[src/rtl/mw_burst_pkg.sv]
// Shared definitions for the serial burst engine.
// Assumes the command decoder uses exactly these operation codes.
package mw_burst_pkg;

    typedef enum logic [1:0] {
        OP_IDLE    = 2'b00,
        OP_READ    = 2'b01,
        OP_PAGE_WR = 2'b10
    } burst_op_e;

endpackage

[src/rtl/mw_edge_detect.sv]
// Edge detector for the framing inputs.
// Assumes sk and cs are already synchronous to clk. Produces single-cycle
// pulses on a serial clock rise and on a chip select fall.
module mw_edge_detect (
    input  logic clk,
    input  logic rst_n,
    input  logic sk,
    input  logic cs,
    output logic sk_rise,
    output logic cs_fall
);

    logic sk_q;
    logic cs_q;

    // Purpose: keep the previous sample of both framing inputs.
    always_ff @(posedge clk) begin
        if (!rst_n) begin
            sk_q <= 1'b0;
            cs_q <= 1'b0;
        end else begin
            sk_q <= sk;
            cs_q <= cs;
        end
    end

    assign sk_rise = sk & ~sk_q;
    assign cs_fall = ~cs & cs_q;

endmodule

[src/rtl/mw_page_collector.sv]
// Page-write collector and commit sequencer.
// Gathers complete bytes into a page buffer indexed by the low PAGE_W address
// bits. On a chip select fall it writes every filled entry to the array, one
// per clock, in ascending offset. Assumes chip select stays low for the whole
// commit, which the neighbouring busy logic guarantees.
module mw_page_collector #(
    parameter int ADDR_W = 9,
    parameter int DATA_W = 8,
    parameter int PAGE_W = 4
) (
    input  logic              clk,
    input  logic              rst_n,
    input  logic              cs,
    input  logic              sk_rise,
    input  logic              cs_fall,
    input  logic              di,
    input  logic              start,
    input  logic [ADDR_W-1:0] start_addr,
    input  logic              wr_enable,
    output logic              arr_we,
    output logic [ADDR_W-1:0] arr_waddr,
    output logic [DATA_W-1:0] arr_wdata
);

    localparam int DEPTH   = 1 << PAGE_W;
    localparam int UPPER_W = ADDR_W - PAGE_W;
    localparam int CNT_W   = $clog2(DATA_W);
    localparam logic [CNT_W-1:0]  LAST_BIT = CNT_W'(DATA_W - 1);
    localparam logic [PAGE_W-1:0] LAST_IDX = {PAGE_W{1'b1}};

    logic                collecting_q;
    logic [UPPER_W-1:0]  upper_q;
    logic [PAGE_W-1:0]   ptr_q;
    logic [CNT_W-1:0]    bitcnt_q;
    logic [DATA_W-1:0]   shift_q;
    logic                committing_q;
    logic [PAGE_W-1:0]   idx_q;
    logic [DEPTH-1:0]    filled_q;
    logic [DATA_W-1:0]   page_mem [DEPTH];
    logic [DEPTH-1:0]    slot_hit;
    logic [DEPTH-1:0]    slot_drain;
    logic                byte_done;
    logic [DATA_W-1:0]   new_byte;

    assign new_byte  = {shift_q[DATA_W-2:0], di};
    assign byte_done = collecting_q && cs && sk_rise && (bitcnt_q == LAST_BIT);

    // Per-entry decode of the store and drain selects.
    for (genvar g = 0; g < DEPTH; g++) begin : g_slot
        assign slot_hit[g]   = byte_done && (ptr_q == PAGE_W'(g));
        assign slot_drain[g] = committing_q && (idx_q == PAGE_W'(g));
    end

    // Purpose: track the collect phase, bit count, shifter and page pointer.
    always_ff @(posedge clk) begin
        if (!rst_n) begin
            collecting_q <= 1'b0;
            upper_q      <= '0;
            ptr_q        <= '0;
            bitcnt_q     <= '0;
            shift_q      <= '0;
        end else if (start) begin
            collecting_q <= wr_enable;
            upper_q      <= start_addr[ADDR_W-1:PAGE_W];
            ptr_q        <= start_addr[PAGE_W-1:0];
            bitcnt_q     <= '0;
        end else if (cs_fall) begin
            collecting_q <= 1'b0;
            bitcnt_q     <= '0;
        end else if (collecting_q && sk_rise) begin
            shift_q <= new_byte;
            if (bitcnt_q == LAST_BIT) begin
                bitcnt_q <= '0;
                ptr_q    <= ptr_q + 1'b1;
            end else begin
                bitcnt_q <= bitcnt_q + 1'b1;
            end
        end
    end

    // Purpose: hold buffered bytes and their filled flags.
    always_ff @(posedge clk) begin
        if (!rst_n) begin
            filled_q <= '0;
            for (int i = 0; i < DEPTH; i++) begin
                page_mem[i] <= '0;
            end
        end else begin
            for (int i = 0; i < DEPTH; i++) begin
                if (start) begin
                    filled_q[i] <= 1'b0;
                end else if (slot_hit[i]) begin
                    filled_q[i] <= 1'b1;
                    page_mem[i] <= new_byte;
                end else if (slot_drain[i]) begin
                    filled_q[i] <= 1'b0;
                end
            end
        end
    end

    // Purpose: step through all page offsets once after chip select falls.
    always_ff @(posedge clk) begin
        if (!rst_n) begin
            committing_q <= 1'b0;
            idx_q        <= '0;
        end else if (cs_fall && collecting_q) begin
            committing_q <= 1'b1;
            idx_q        <= '0;
        end else if (committing_q) begin
            idx_q <= idx_q + 1'b1;
            if (idx_q == LAST_IDX) begin
                committing_q <= 1'b0;
            end
        end
    end

    // Purpose: register the array write strobe, address and data.
    always_ff @(posedge clk) begin
        if (!rst_n) begin
            arr_we    <= 1'b0;
            arr_waddr <= '0;
            arr_wdata <= '0;
        end else begin
            arr_we    <= committing_q && filled_q[idx_q];
            arr_waddr <= {upper_q, idx_q};
            arr_wdata <= page_mem[idx_q];
        end
    end

endmodule

[src/rtl/mw_stream_reader.sv]
// Streaming read shifter.
// After a read command it drives a dummy 0. On every serial clock rise it
// then presents the next bit, most significant first. A fresh byte is
// loaded from rd_data each time a byte boundary is reached, and the address
// advances across the full array. Assumes rd_data is valid one clock after
// rd_addr changes and that serial clock rises are at least two clocks apart.
module mw_stream_reader #(
    parameter int ADDR_W = 9,
    parameter int DATA_W = 8
) (
    input  logic              clk,
    input  logic              rst_n,
    input  logic              cs,
    input  logic              sk_rise,
    input  logic              start,
    input  logic [ADDR_W-1:0] start_addr,
    input  logic [DATA_W-1:0] rd_data,
    output logic [ADDR_W-1:0] rd_addr,
    output logic              do_bit,
    output logic              active
);

    localparam int CNT_W = $clog2(DATA_W);
    localparam logic [CNT_W-1:0] LAST_BIT = CNT_W'(DATA_W - 1);

    logic [CNT_W-1:0]  bitcnt_q;
    logic [DATA_W-2:0] shift_q;

    // Purpose: run the read stream while chip select stays high.
    always_ff @(posedge clk) begin
        if (!rst_n) begin
            active   <= 1'b0;
            rd_addr  <= '0;
            bitcnt_q <= '0;
            shift_q  <= '0;
            do_bit   <= 1'b0;
        end else if (!cs) begin
            active   <= 1'b0;
            bitcnt_q <= '0;
            do_bit   <= 1'b0;
        end else if (start) begin
            active   <= 1'b1;
            rd_addr  <= start_addr;
            bitcnt_q <= '0;
            do_bit   <= 1'b0;
        end else if (active && sk_rise) begin
            if (bitcnt_q == '0) begin
                do_bit  <= rd_data[DATA_W-1];
                shift_q <= rd_data[DATA_W-2:0];
                rd_addr <= rd_addr + 1'b1;
            end else begin
                do_bit  <= shift_q[DATA_W-2];
                shift_q <= {shift_q[DATA_W-3:0], 1'b0};
            end
            bitcnt_q <= (bitcnt_q == LAST_BIT) ? '0 : bitcnt_q + 1'b1;
        end
    end

endmodule

[src/rtl/mw_burst_engine.sv]
// Top of the burst data path for a byte-organised serial memory slave.
// Routes a decoded command to the page collector or the stream reader and
// drives the serial output enable. Assumes cmd_valid is raised only while
// chip select is high and never during a commit.
module mw_burst_engine
    import mw_burst_pkg::*;
#(
    parameter int ADDR_W = 9,
    parameter int DATA_W = 8,
    parameter int PAGE_W = 4
) (
    input  logic              clk,
    input  logic              rst_n,
    input  logic              cs,
    input  logic              sk,
    input  logic              di,
    input  logic              cmd_valid,
    input  logic [1:0]        cmd_op,
    input  logic [ADDR_W-1:0] cmd_addr,
    input  logic              wr_enable,
    input  logic [DATA_W-1:0] rd_data,
    output logic [ADDR_W-1:0] rd_addr,
    output logic              arr_we,
    output logic [ADDR_W-1:0] arr_waddr,
    output logic [DATA_W-1:0] arr_wdata,
    output logic              do_out,
    output logic              do_oe
);

    logic sk_rise;
    logic cs_fall;
    logic wr_start;
    logic rd_start;
    logic rd_active;

    assign wr_start = cmd_valid && cs && (cmd_op == OP_PAGE_WR);
    assign rd_start = cmd_valid && cs && (cmd_op == OP_READ);

    mw_edge_detect i_edges (
        .clk     (clk),
        .rst_n   (rst_n),
        .sk      (sk),
        .cs      (cs),
        .sk_rise (sk_rise),
        .cs_fall (cs_fall)
    );

    mw_page_collector #(
        .ADDR_W (ADDR_W),
        .DATA_W (DATA_W),
        .PAGE_W (PAGE_W)
    ) i_collect (
        .clk        (clk),
        .rst_n      (rst_n),
        .cs         (cs),
        .sk_rise    (sk_rise),
        .cs_fall    (cs_fall),
        .di         (di),
        .start      (wr_start),
        .start_addr (cmd_addr),
        .wr_enable  (wr_enable),
        .arr_we     (arr_we),
        .arr_waddr  (arr_waddr),
        .arr_wdata  (arr_wdata)
    );

    mw_stream_reader #(
        .ADDR_W (ADDR_W),
        .DATA_W (DATA_W)
    ) i_reader (
        .clk        (clk),
        .rst_n      (rst_n),
        .cs         (cs),
        .sk_rise    (sk_rise),
        .start      (rd_start),
        .start_addr (cmd_addr),
        .rd_data    (rd_data),
        .rd_addr    (rd_addr),
        .do_bit     (do_out),
        .active     (rd_active)
    );

    assign do_oe = cs && rd_active;

endmodule

[config.mk]
export PLATFORM = sky130hd
export DESIGN_NAME = mw_burst_engine
export DESIGN_NICKNAME = d
export VERILOG_FILES = /design/src/rtl/mw_burst_pkg.sv /design/src/rtl/mw_edge_detect.sv /design/src/rtl/mw_page_collector.sv /design/src/rtl/mw_stream_reader.sv /design/src/rtl/mw_burst_engine.sv
export SDC_FILE = /design/constraint.sdc
export NUM_CORES = 1
export LEC_CHECK = 0
export BUFFER_PORTS_ARGS = -buffer_cell sky130_fd_sc_hd__buf_2
export CORE_MARGIN = 5
export CORE_UTILIZATION = 33
export CTS_CLUSTER_SIZE = 14
export DETAILED_ROUTE_END_ITERATION = 12
export SLEW_MARGIN = 20
export SYNTH_ARGS = -nofsm -noshare
export SYNTH_HDL_FRONTEND = slang
export SYNTH_SLANG_ARGS = --single-unit
[constraint.sdc]
create_clock -name clk -period 2.2 [get_ports clk]
set_input_delay 0.44 -clock clk [delete_from_list [all_inputs] [get_ports clk]]
set_output_delay 0.44 -clock clk [all_outputs]
set_load 0.02 [all_outputs]
==> impl_metrics.toml, run 1 <==
[timing]
finalHoldViolations = 0
min_period_over_period_pct = 91.8
max_slew_margin_pct = 62.6
hold_ws_ns = 0.192
rsz0062_at_grt = "no"
min_period_ns = 2.02
worst_slew_pin_slew_ns = 0.559
slew_viol_final = 0
clock_skew_ns = 0.00958
fmax_mhz = 495
setup_viol_count_final = 0

[placement]
place_hpwl_microns = 13600
gp_congestion = 0.784
place_area_sq_mm = 0.00978
portBuffers = 54

[synthesis]
synthCells = 728
synthTopCellsByArea = "edfxtp_1 (43%), dfxtp_1 (18%), mux4_2 (6.3%)"
synth_cell_types = 52
yosys.area.top_type = "edfxtp_1"
ys_ff_latch = 210
dominantRegCellSynth = "edfxtp_1"
syn_area_sq_mm = 0.00899
synthesis.nets = 768
yosysMostFrequentCell = "edfxtp_1"
synth_common_cells = "edfxtp_1 (128), nor2_1 (90), dfxtp_1 (82), nand2_1 (77), a21oi_1 (36)"
yosys_warnings = 0
ys_async_sr_fraction_pct = 0
synth_edf_count = 128
synth.avg_cell_area_sq_um = 12.4
netlist.area_leader.share_pct = 42.7
ys_seq_area_share_pct = 61.0

[cts]
h-tree-depth = 1
ctsRootBufferMaster = "clkbuf_16"
insertion_delay_ns = 0.51
cts_inserted_buffers = 24
clk_pin_slew_worst_paths_ns = 0.06
cts_buffer_depth = 3
post-cts-setup-buffers = 0
cts_resized = 0
cts.sinks = 210
cts_hold_buf = 0
cts_tree = "yes"

[grt]
grt_max_degree = 74
grt_usage_pct = 12.9
overflow = 0
grt_pass1_wl_microns = 31600
antenna_found_initial = 1
grt_pass1_vias = 5659

[drt]
wl_met1_microns = 9220
first_iter_violations = 423
top_layer = "met5"
wl_met2_microns = 8960
met3_length_microns = 1040
detail_route.first_pass.iterations = 5
ant_nets = 0
vias_per_cell = 4.94
drc = 0
wl_microns = 19600
vias = 5718
wl_per_cell_microns = 16.9

[setup_path]
crit_fanout = 8
slowest_delay_ns = 0.35
slowest_stage = "dfxtp_1"
crit_type = "reg2reg"
crit_arrival_ns = 2.22
end_kind = "register"
path_cells = "ha_1 > ha_1 > and3b_1 > and3_1 > buf_4 > inv_1 > o21ai_1 > buf_4"
critPathRequiredTime_ns = 2.40
worstSetupStartpointType = "register"

[layout]
multiInputGateArea_sq_mm = 0.00315
drive_gt1_share_pct = 19.8
stdcell_area_sq_mm = 0.0106
syn_to_final_growth_pct = 17.3
fin_util_pct = 39.3
n_antenna_cell = 0
final_nets = 839
num-fill-cells = 2568
seq_area_sq_mm = 0.00549

[die]
coreArea_sq_mm = 0.0269
die_y_microns = 175
die-area_sq_mm = 0.0307
row_count = 60
die_x_microns = 175
start_util_pct = 33.5
io-pin-count = 55

[pwr]
total_power_w = 0.00852
leakagePower_nw = 3.84
pwr_density_cell_mw_per_mm2 = 807
vdd_drop_max_mv = 0.958

[job]
maxCapViolCount = 0

[outcome]
outcome = "complete, no violations"

[min_path]
hold_path_class = "in2reg"
==> cells by family after synthesis <==
| family | count (synthesis) | synth area share (%) |
|---|---|---|
| fa+ha+maj | 14 | 1.95 |
| mux | 58 | 11.2 |
| flops | 210 | 61.0 |
| simple gates | 254 | 13.2 |
| compound gates | 106 | 7.35 |
| xor+xnor | 14 | 1.36 |
| buf+inv | 72 | 3.98 |
==> power by group <==
group | switching (W) | total, W | internal, W | leakage, nW
registers | 0.0000501 | 0.00435 | 0.00430 | 1.92
logic | 0.000192 | 0.000319 | 0.000126 | 1.55
clock network | 0.00154 | 0.00385 | 0.00231 | 0.366
==> final cells by class <==
type	count	share of cell area [%]
flip-flops and latches	210	52.0
multi-input cells	446	29.9
clock buffers	30	6.11
repair buffers	97	6.10
well taps	341	4.04
clock inverters	14	1.17
inverters	20	0.711
==> worst paths after layout <==
| check | startpoint | to | slack (ns) | depth (start not counted) |
|---|---|---|---|---|
| max | i_collect.bitcnt_q[0]$_SDFFE_PP0P_ | i_collect.page_mem[12][2]$_DFFE_PP_ | 0.18 | 8 |
| min | cmd_addr[7] | i_collect.upper_q[3]$_SDFFE_PN0P_ | 0.19 | 3 |
| min reg2reg | i_collect.upper_q[1]$_SDFFE_PN0P_ | i_collect.arr_waddr[5]$_SDFF_PN0_ | 0.46 | 1 |
| max reg2reg | i_collect.bitcnt_q[0]$_SDFFE_PP0P_ | i_collect.page_mem[12][2]$_DFFE_PP_ | 0.18 | 8 |
==> layout by cell type (no fill, tap or decap), drive strengths merged, types with 6 or more instances in the layout <==
cell,netlist,final
and3,6,6
clkinv,0,9
xnor2,11,11
clkbuf,34,30
nor3,7,7
nor2,90,90
a22o,7,7
nand4,6,6
nor2b,15,15
o211a,6,6
edfxtp,128,128
a221o,7,7
mux2i,26,26
and2,15,15
buf,17,97
dfxtp,82,82
inv,20,21
a21boi,9,9
a21oi,36,36
nand3,19,19
ha,14,14
mux4,32,32
o21ai,35,35
nand2,77,77
==> flip-flops by register name, summed over array words and instances, names as in the netlist, 4 cells and up <==
signal,count
i_collect.arr_waddr,9
i_collect.upper_q,5
i_collect.idx_q,4
i_collect.filled_q,16
i_collect.ptr_q,4
i_reader.rd_addr,9
i_collect.page_mem,128
i_collect.shift_q,7
i_reader.shift_q,7
i_collect.arr_wdata,8
==> per-stage QoR <==
| stage | setup TNS [ns] | cells | setup WS [ns] |
|---|---|---|---|
| 2_1_floorplan | -1.17 | 728 | -0.0729 |
| 3_3_place_gp | 0 | 1114 | 0.223 |
| 3_5_place_dp | 0 | 1114 | 0.166 |
| 4_1_cts | 0 | 1158 | 0.127 |
| 5_1_grt | 0 | 1158 | 0.00699 |
| 6_report | 0 | 1158 | 0.181 |
==> per-layer routing <==
metal | vias up | global-route usage (%)
met5 | - | 0
met4 | 2 | 3.47
met3 | 31 | 2.27
met2 | 149 | 20.4
met1 | 2769 | 18.3
li1 | 2767 | -
==> worst max-delay path: cells and delay by family, from the launching register on <==
family          cells  cell delay (ns)
buf+inv             3             0.41
flops               1             0.35
compound gates      1             0.14
simple gates        2             0.47
fa+ha+maj           2             0.33
Note: power is estimated with default switching activity, not from simulation.
==> inputs of run 2 (changes only) <==
clock period = 2.42 ns   (was 2.2 ns; I/O delays follow)
==> impl_metrics.toml, run 2 (synthesis gave the netlist of run 1 again) <==
[cts]
cts_tree = "yes"
ctsRootBufferMaster = "clkbuf_16"
cts.sinks = 210
clk_pin_slew_worst_paths_ns = 0.06
cts_hold_buf = 0
h-tree-depth = 1
cts_inserted_buffers = 24
cts_buffer_depth = 3
post-cts-setup-buffers = 0
insertion_delay_ns = 0.51
cts_resized = 0

[pwr]
leakagePower_nw = 3.82
vdd_drop_max_mv = 0.499
total_power_w = 0.00792
pwr_density_cell_mw_per_mm2 = 754

[layout]
mostFrequentLayoutCells = "edfxtp_1 (128), nor2_1 (90), dfxtp_1 (80)"
stdcell_area_sq_mm = 0.0105
syn_to_final_growth_pct = 16.9
regMostFlops = "i_collect.page_mem"
final_nets = 832
n_antenna_cell = 0
top_regs = "i_collect.page_mem (128), i_collect.filled_q (16)"
drive_gt1_share_pct = 19.8
largest_reg_flops = 128
final_common_cell = "edfxtp_1"
num-fill-cells = 2585

[drt]
wl_microns = 20200
first_iter_violations = 339
drc = 0
ant_nets = 0
vias = 5800
detail_route.first_pass.iterations = 5
vias_per_cell = 5.04
wl_per_cell_microns = 17.5

[timing]
fmax_mhz = 449
worst_slew_pin_slew_ns = 0.612
finalSetupTns_ns = 0
setup_ws_ns = 0.194
setup_viol_count_final = 0
slew_viol_final = 0
min_period_over_period_pct = 92.0
max_slew_margin_pct = 59.1
clock_skew_ns = 0.0132
rsz0062_at_grt = "no"
hold_ws_ns = 0.235
finalHoldViolations = 0
min_period_ns = 2.23

[grt]
grt_pass1_wl_microns = 32200
antenna_found_initial = 0
grt_usage_pct = 13.1
grt_max_degree = 56
grt_pass1_vias = 5736
overflow = 0

[min_path]
hold_start = "sk"
hold_path_class = "in2reg"

[outcome]
outcome = "complete, no violations"

[setup_path]
crit_fanout = 8
worstSetupStartpointType = "register"
cp-startpoint = "i_collect.bitcnt_q[0]$_SDFFE_PP0P_"
r2r-start = "i_collect.bitcnt_q[0]$_SDFFE_PP0P_"
crit_arrival_ns = 2.40
slowest_stage = "and3_1"
cpMostUsedCell = "ha_1"
critPathRequiredTime_ns = 2.59
end_kind = "register"
slowest_delay_ns = 0.45
crit_type = "reg2reg"
path_cells = "ha_1 > ha_1 > and3b_1 > and3_1 > nand3_1 > nand2_1"

[die]
die-area_sq_mm = 0.0307
io-pin-count = 55
die_y_microns = 175
start_util_pct = 33.5
die_x_microns = 175
coreArea_sq_mm = 0.0269
row_count = 60

[placement]
place_area_sq_mm = 0.00971
place_hpwl_microns = 14000
portBuffers = 54
dp_slack_ns = 0.206
gp_congestion = 0.791

[job]
maxCapViolCount = 0
[run 2: area by class of cell]
cell class / instances / area [sq um] / share of cell area [%]
clock buffers: 32 / 662 / 6.30
clock inverters: 12 / 144 / 1.37
inverters: 20 / 75.1 / 0.714
multi-input cells: 446 / 3150 / 30.0
flip-flops and latches: 210 / 5490 / 52.2
well taps: 341 / 427 / 4.06
repair buffers: 90 / 566 / 5.38
[run 2: path summary, 6_finish.rpt]
path | to | slack (ns) | cells after the start
worst min-delay path | i_edges.sk_q$_SDFF_PN0_ | 0.23 | 2
worst max register to register | i_collect.page_mem[9][6]$_SDFFCE_PN0P_ | 0.19 | 6
worst max-delay path | i_collect.page_mem[9][6]$_SDFFCE_PN0P_ | 0.19 | 6
worst min register to register | i_collect.upper_q[2]$_SDFFE_PN0P_ | 0.47 | 2
[run 2: power breakdown]
group	total [W]	leakage, nW	switching, W	internal (W)
clock	0.00368	0.396	0.00143	0.00225
sequential	0.00395	1.92	0.0000487	0.00391
combinational	0.000287	1.51	0.000176	0.000111
[run 2: critical path: cells and delay by family, from the launching register on]
kind / cells / cell delay (ns)
fa+ha+maj: 2 / 0.32
flops: 1 / 0.36
simple gates: 4 / 1.19
[run 2: per-stage QoR]
stage                     instances  utilization [%]
final                          1151             39.1
after global routing           1151             39.1
after CTS                      1151             39.1
after detailed placement       1107             36.1
after global placement         1107             36.1
after floorplan                 728                -
[run 2: routing by layer]
layer	share of wire (%)	up-vias	wire (microns)	track usage, %
met1	47	2836	9410	18.5
met5	0	-	0	0
met2	44	168	8920	20.0
met3	6.0	40	1210	2.79
li1	-	2756	-	-
met4	3.1	0	635	4.58
